**src/rtl/irqc_pkg.sv**
```systemverilog
package irqc_pkg;
    localparam int REG_W  = 8;
    localparam int B_GIE  = 7;
    localparam int B_RSV  = 6;
    localparam int B_TIE  = 5;
    localparam int B_XIE  = 4;
    localparam int B_CIE  = 3;
    localparam int B_TF   = 2;
    localparam int B_XF   = 1;
    localparam int B_CF   = 0;
    localparam int N_SRC  = 3;

    typedef enum logic [1:0] {
        ST_RUN   = 2'd0,
        ST_SLEEP = 2'd1,
        ST_WAKE  = 2'd2
    } core_st_e;
endpackage

```
**src/rtl/irqc_sync.sv**
```systemverilog
module irqc_sync #(
    parameter int W      = 1,
    parameter int STAGES = 2
) (
    input  logic         clk,
    input  logic         rst_n,
    input  logic [W-1:0] d,
    output logic [W-1:0] q
);
    logic [W-1:0] chain [STAGES];

    always_ff @(posedge clk or negedge rst_n) begin
        if (!rst_n) begin
            for (int i = 0; i < STAGES; i++) chain[i] <= '0;
        end else begin
            chain[0] <= d;
            for (int i = 1; i < STAGES; i++) chain[i] <= chain[i-1];
        end
    end

    assign q = chain[STAGES-1];
endmodule

```
**src/rtl/irqc_evdet.sv**
```systemverilog
module irqc_evdet #(
    parameter int NUM_GP = 3
) (
    input  logic              clk,
    input  logic              rst_n,
    input  logic              ext_s,
    input  logic [NUM_GP-1:0] gp_s,
    input  logic              edge_rise,
    input  logic              ref_load,
    output logic              ext_evt,
    output logic              chg_evt
);
    logic              ext_prev;
    logic [NUM_GP-1:0] gp_ref;

    always_ff @(posedge clk or negedge rst_n) begin
        if (!rst_n) begin
            ext_prev <= 1'b0;
            gp_ref   <= '0;
        end else begin
            ext_prev <= ext_s;
            if (ref_load) gp_ref <= gp_s;
        end
    end

    always_comb begin
        if (edge_rise) ext_evt = ext_s & ~ext_prev;
        else           ext_evt = ~ext_s & ext_prev;
        chg_evt = |(gp_s ^ gp_ref);
    end
endmodule

```
**src/rtl/irqc_flags.sv**
```systemverilog
module irqc_flags
    import irqc_pkg::*;
(
    input  logic             clk,
    input  logic             rst_n,
    input  logic             wr,
    input  logic             clr,
    input  logic [REG_W-1:0] wdata,
    input  logic             vec_ack,
    input  logic             reti,
    input  logic [N_SRC-1:0] src_evt,
    output logic [REG_W-1:0] ctl_q
);
    logic [REG_W-1:0] ctl_d;

    always_comb begin
        ctl_d = ctl_q;
        if (wr)       ctl_d = wdata;
        else if (clr) ctl_d = ctl_q & ~wdata;
        if (vec_ack)  ctl_d[B_GIE] = 1'b0;
        if (reti)     ctl_d[B_GIE] = 1'b1;
        ctl_d[B_CF+N_SRC-1:B_CF] = ctl_d[B_CF+N_SRC-1:B_CF] | src_evt;
        ctl_d[B_RSV] = 1'b0;
    end

    always_ff @(posedge clk or negedge rst_n) begin
        if (!rst_n) ctl_q <= '0;
        else        ctl_q <= ctl_d;
    end
endmodule

```
**src/rtl/irqc_fsm.sv**
```systemverilog
module irqc_fsm
    import irqc_pkg::*;
(
    input  logic     clk,
    input  logic     rst_n,
    input  logic     sleep_req,
    input  logic     pend,
    input  logic     gie,
    output logic     irq,
    output logic     wake,
    output logic     branch
);
    core_st_e st_q, st_d;

    always_ff @(posedge clk or negedge rst_n) begin
        if (!rst_n) st_q <= ST_RUN;
        else        st_q <= st_d;
    end

    always_comb begin
        st_d = st_q;
        unique case (st_q)
            ST_RUN:   if (sleep_req) st_d = ST_SLEEP;
            ST_SLEEP: if (pend)      st_d = ST_WAKE;
            ST_WAKE:                 st_d = ST_RUN;
            default:                 st_d = ST_RUN;
        endcase
    end

    always_comb begin
        irq    = 1'b0;
        wake   = 1'b0;
        branch = 1'b0;
        unique case (st_q)
            ST_RUN:   irq = gie & pend;
            ST_SLEEP: ;
            ST_WAKE: begin
                wake   = 1'b1;
                branch = gie;
            end
            default:  ;
        endcase
    end
endmodule

```
**src/rtl/irqc_top.sv**
```systemverilog
module irqc_top
    import irqc_pkg::*;
#(
    parameter int NUM_GP      = 3,
    parameter int SYNC_STAGES = 2
) (
    input  logic              clk,
    input  logic              rst_n,
    input  logic              tmr_ovf,
    input  logic              ext_pin,
    input  logic [NUM_GP-1:0] gp_pin,
    input  logic              edge_rise,
    input  logic              reg_wr,
    input  logic              reg_clr,
    input  logic              reg_rd,
    input  logic [7:0]        reg_wdata,
    output logic [7:0]        reg_rdata,
    input  logic              vec_ack,
    input  logic              reti,
    input  logic              sleep_req,
    output logic              irq,
    output logic              wake,
    output logic              branch
);
    localparam int SW = NUM_GP + 1;

    logic [SW-1:0]     pins_s;
    logic              ext_evt, chg_evt;
    logic [REG_W-1:0]  ctl;
    logic [N_SRC-1:0]  src_evt;
    logic              pend;

    irqc_sync #(.W(SW), .STAGES(SYNC_STAGES)) u_sync (
        .clk(clk), .rst_n(rst_n), .d({ext_pin, gp_pin}), .q(pins_s)
    );

    irqc_evdet #(.NUM_GP(NUM_GP)) u_evdet (
        .clk(clk), .rst_n(rst_n),
        .ext_s(pins_s[SW-1]), .gp_s(pins_s[NUM_GP-1:0]),
        .edge_rise(edge_rise), .ref_load(reg_rd),
        .ext_evt(ext_evt), .chg_evt(chg_evt)
    );

    assign src_evt = {tmr_ovf, ext_evt, chg_evt};

    irqc_flags u_flags (
        .clk(clk), .rst_n(rst_n), .wr(reg_wr), .clr(reg_clr),
        .wdata(reg_wdata), .vec_ack(vec_ack), .reti(reti),
        .src_evt(src_evt), .ctl_q(ctl)
    );

    assign pend = |(ctl[B_TIE:B_CIE] & ctl[B_TF:B_CF]);

    irqc_fsm u_fsm (
        .clk(clk), .rst_n(rst_n), .sleep_req(sleep_req), .pend(pend),
        .gie(ctl[B_GIE]), .irq(irq), .wake(wake), .branch(branch)
    );

    assign reg_rdata = ctl;
endmodule

```
**config.mk**
```make
export PLATFORM = sky130hd
export DESIGN_NAME = irqc_top
export DESIGN_NICKNAME = d
export VERILOG_FILES = /design/src/rtl/irqc_pkg.sv /design/src/rtl/irqc_sync.sv /design/src/rtl/irqc_evdet.sv /design/src/rtl/irqc_flags.sv /design/src/rtl/irqc_fsm.sv /design/src/rtl/irqc_top.sv
export SDC_FILE = /design/constraint.sdc
export NUM_CORES = 1
export LEC_CHECK = 0
export BUFFER_PORTS_ARGS = -buffer_cell sky130_fd_sc_hd__buf_4
export CAP_MARGIN = 20
export CORE_MARGIN = 3
export CORE_UTILIZATION = 45
export DETAILED_ROUTE_END_ITERATION = 12
export HOLD_SLACK_MARGIN = 0.06
export PLACE_DENSITY = 0.74
export SYNTH_ARGS = -nofsm -noshare
export SYNTH_HDL_FRONTEND = slang
export SYNTH_SLANG_ARGS = --single-unit
```
**constraint.sdc**
```tcl
create_clock -name clk -period 1.21 [get_ports clk]
set_input_delay 0.242 -clock clk [delete_from_list [all_inputs] [get_ports clk]]
set_output_delay 0.242 -clock clk [all_outputs]
set_load 0.1 [all_outputs]
```
# ---- Word level (Yosys, flattened, before mapping)
# Index checks and enable logic that the tools add are counted.
dict set report totals {
  latchBits 0
  inputBits 22
  out_inout_bits 11
  n_memories 0
  rom_bits 0
  ramBits 0
  ff_bits 21
  wordCells 39
}
dict set report classes {
  div 0
  eq_ne 4
  n_lt_le_gt_ge 0
  mul 0
  bitwise 10
  reduce_logical 6
  shifts 0
  muxes 11
  addsub 0
}
# operator count
set ops {}
lappend ops {{8-bit 2-to-1 mux} 2}
lappend ops {{8-bit AND} 1}
lappend ops {{8-bit NOT} 1}
lappend ops {{1-bit 2-to-1 mux} 6}
lappend ops {{3-bit OR reduction} 2}
lappend ops {{2-bit 2-to-1 mux} 2}
lappend ops {{2-bit one-hot mux with 2 select lines} 1}
lappend ops {{4-bit nonzero test} 1}
lappend ops {{1-bit AND} 3}
lappend ops {{3-bit AND} 1}
lappend ops {{3-bit OR} 1}
lappend ops {{3-bit XOR} 1}
lappend ops {{2-bit by 1-bit == test with 1-bit output, second input constant} 1}
lappend ops {{2-bit == test, second input constant} 1}
lappend ops {{2-bit zero test} 1}
lappend ops {{2-bit by 1-bit inequality test with 1-bit output, second input constant} 1}
lappend ops {{2-bit inequality test, second input constant} 1}
lappend ops {{1-bit NOT} 2}
lappend ops {{2-bit AND reduction} 1}
lappend ops {{2-bit nonzero test} 1}

# ---- Depth between registers and ports, before layout
dict set report logic_depth {
  depth_word 6
  depth_mapped 3
}

# ---- By module
# Synthesis repeated with hierarchy kept, for this count alone.
dict set report hier_totals {
  cells_unflattened 69
  hier_area_um2 878.3
}
# module instances area_each_um2 cells_each
set by_module_without_submodules {}
lappend by_module_without_submodules {irqc_flags 1 334.1 32}
lappend by_module_without_submodules {irqc_sync 1 230.2 12}
lappend by_module_without_submodules {irqc_evdet 1 181.4 14}
lappend by_module_without_submodules {irqc_fsm 1 118.9 9}
lappend by_module_without_submodules {irqc_top 1 13.8 2}

# ---- Worst setup path before layout
# No wires, ideal clock.
dict set report synth_timing {
  path_type {register -> output}
  startpoint {register u_flags.ctl_q[3]}
  endpoint {output port irq}
  arrival_time_ns 4.382
  required_ns 0.968
  path_slack_ns -3.414
  path_stages_with_launch 3
  cell_sequence {dfrtp_1 -> a222oi_1 -> nor4b_1}
}
dict set report synth_via {
  elab_chain_cells 4
}
# item line
set synth_rtl {}
lappend synth_rtl {{from (decl)} irqc_flags.sv:12} ;# output logic [REG_W-1:0] ctl_q
lappend synth_rtl {{from (signal assigned)} irqc_flags.sv:28} ;# else ctl_q <= ctl_d;
lappend synth_rtl {{3-bit AND} irqc_top.sv:52} ;# assign pend = |(ctl[B_TIE:B_CIE] & ctl[B_TF:B_CF]);
lappend synth_rtl {{3-bit OR reduction} irqc_top.sv:52}
lappend synth_rtl {{1-bit AND} irqc_fsm.sv:35} ;# ST_RUN: irq = gie & pend;
lappend synth_rtl {{1-bit 2-to-1 mux} irqc_fsm.sv:34} ;# unique case (st_q)
lappend synth_rtl {{to (decl)} irqc_top.sv:21} ;# output logic irq,
# No other way between the ends.

# ---- Worst setup path after layout
# Same ends and word-level chain as after synthesis.

==> qor.txt <==
Clock buffer count from CTS: 3
Gate Count Post-Synth: 71
Netlist cell types: 21
Die ar.: 2360 um2
Routed via count: 745
Worst Skew: 4.77 ps
All-layer global routing usage: 20.7%
Final Hold Viols: 0
Finished Core Util: 88.5%
RSZ-0062 raised after global routing: yes
# setup viols final: 11
Type of origin of the critical path: flop
Fin. max-slew vios: 0
DR WL/cell: 15.6 um
WHS: 118 ps
Port Buffers: 30
P_leak: 0.663 nW
Row count: 14
CP Max Fanout: 2
Crit path launch: u_flags.ctl_q[3]
Pwr Density: 1430 nW/um2
Minimum clock period: 1850 ps
Post-Syn Area: 815 um2
Drt drc: 0
CP arrival: 1610 ps
I/O pin total: 33
Most frequent cells in the layout: buf_4 (26), nand2_1 (19), dfrtp_1 (13), buf_12 (9), buf_6 (8)
Post-synthesis sequential area ratio: 64.5%
CTS root buf: clkbuf_4
Overflow after GRT: 0
Final worst setup slack: -642 ps
Initial Utilization: 50.5%
Largest net degree at the start of global routing: 22
DR iter-0 viols: 12
Detail Placement HPWL: 1330 um
Worst IR Drop VDD: 1320 uV
Synth warn: 0
Worst R2R Start: u_flags.ctl_q[3]
Failing checks: negative setup slack
Max-cap violations: 0
CTS Sinks: 21
Hold wc startpoint: vec_ack
WL final: 2250 um
Pre-antenna DRT Iters: 4
Core area: 1610 um2
Final nets: 143
Post-synthesis net count: 93
ANT cells: 0
Routed Antenna Nets: 0
Place WS: -296 ps
Placed Area: 1180 um2
Die W: 48.5 um
Post-route cell area: 1430 um2
Clock slew at reported path FFs: 120 ps
Share of layout cells above drive strength 1: 51.7%
Min-Delay Path Class: in2reg
Tot Pwr: 0.00203 W
Status: finished, violations left
CTS tree: built
Avg Cell Area, Syn: 11.5 um2
Setup crit end kind: primary output
Area grow syn2layout: 75.1%
DIE HEIGHT: 48.5 um
Commonest non-fill, non-tap cell in the layout: buf_4
Final GP Congestion: 0.734
# H-tree levels: 1
Critical path class: reg2out
Initial antenna violation count: 0
Skew-Pair Late Insertion Delay: 300 ps
First-pass GRT wire length: 3730 um
CP Data Required Time: 970 ps
Vias/cell: 5.17
Max Root-Sink Buffers: 2
FMAX: 540 MHz
Final Cycle Share: 153%
Vias in the first global route: 814
Yosys reg bits: 21
==> synthesized netlist by cell type <==
| cell type | n | area [um2] |
|---|---|---|
| inv_1 | 1 | 3.75 |
| nor3_1 | 1 | 5.00 |
| o21ai_0 | 4 | 20.0 |
| buf_4 | 2 | 15.0 |
| nor2b_1 | 1 | 6.26 |
| o31ai_1 | 1 | 7.51 |
| a31oi_1 | 1 | 6.26 |
| mux2i_1 | 1 | 10.0 |
| a21oi_1 | 2 | 10.0 |
| xor2_1 | 3 | 26.3 |
| o211ai_1 | 2 | 15.0 |
| nor4b_1 | 1 | 8.76 |
| nor3b_1 | 1 | 7.51 |
| mux2_2 | 3 | 33.8 |
| clkbuf_1 | 1 | 3.75 |
| nand2_1 | 19 | 71.3 |
| and3b_1 | 2 | 17.5 |
| a222oi_1 | 1 | 10.0 |
| conb_1 | 1 | 3.75 |
| dfrtp_1 | 21 | 526 |
| nor2_1 | 2 | 7.51 |
==> report_power, final <==
group / total [W] / leakage, nW / switching (W) / internal [W]
registers: 0.000842 / 0.238 / 0.0000633 / 0.000779
clock network: 0.000342 / 0.0139 / 0.000216 / 0.000126
logic: 0.000850 / 0.411 / 0.000478 / 0.000372
total: 0.00203 / 0.663 / 0.000758 / 0.00128
==> critical path: stages, from the launching register on <==
cell and delay, ps:
dfrtp_4 500, a222oi_1 390, buf_4 200, nor4b_4 40, buf_6 180
==> final cells by class <==
type	instances	area, um2
clock inverters	1	7.51
clock buffers	3	22.5
flip-flops and latches	21	551
well taps	24	30.0
inverters	1	3.75
repair buffers	48	515
fillers	82	185
multi-input cells	46	297
==> what timing repair did <==
item,CTS,global route
resized for setup,35,2
hold buffers,5,0
hold endpoints to repair,25,0
setup endpoints to repair,12,12
buffers inserted,0,4
pin swaps,1,2
==> final timing paths <==
path,endpoint,slack [ps],cells after the start
max in group asynchronous,u_flags.ctl_q[2],630,2
setup / recovery,irq,-640,4
hold / removal,u_flags.ctl_q[7],120,2
setup reg to reg,u_fsm.st_q[0],-240,5
min in group asynchronous,u_fsm.st_q[1],350,2
hold reg to reg,u_sync.q[2],360,0
==> state kept, by name, summed over array words and instances, names as in the netlist <==
| signal | count |
|---|---|
| u_sync.chain | 4 |
| u_fsm.st_q | 2 |
| u_evdet.ext_prev | 1 |
| u_evdet.gp_ref | 3 |
| u_flags.ctl_q | 7 |
| u_sync.q | 4 |
==> cells by family (layout without fill, tap and decap cells) <==
kind of cell	count (synthesis)	count (layout)	share of synthesized area, %
multiplexers	4	4	5.38
XOR/XNOR	3	3	3.23
flip-flops	21	21	64.5
AO/OA/AOI/OAI	11	11	8.45
other	1	1	0.460
AND/OR/NAND/NOR	27	27	15.2
buffers and inverters	4	53	2.76
==> per-stage QoR <==
stage          cells  setup TNS, ps
2_1_floorplan     71          -1570
3_3_place_gp     132           -378
3_5_place_dp     132           -470
4_1_cts          141          -2040
5_1_grt          144          -2640
6_report         144          -2180
==> routing by layer <==
layer | global-route usage, % | part of all wire (%)
met1 | 22.6 | 38
met2 | 37.4 | 53
met3 | 3.68 | 3.6
met4 | 12.3 | 4.6
met5 | 0 | 0
No activity file was read; power rests on OpenSTA's default activity.
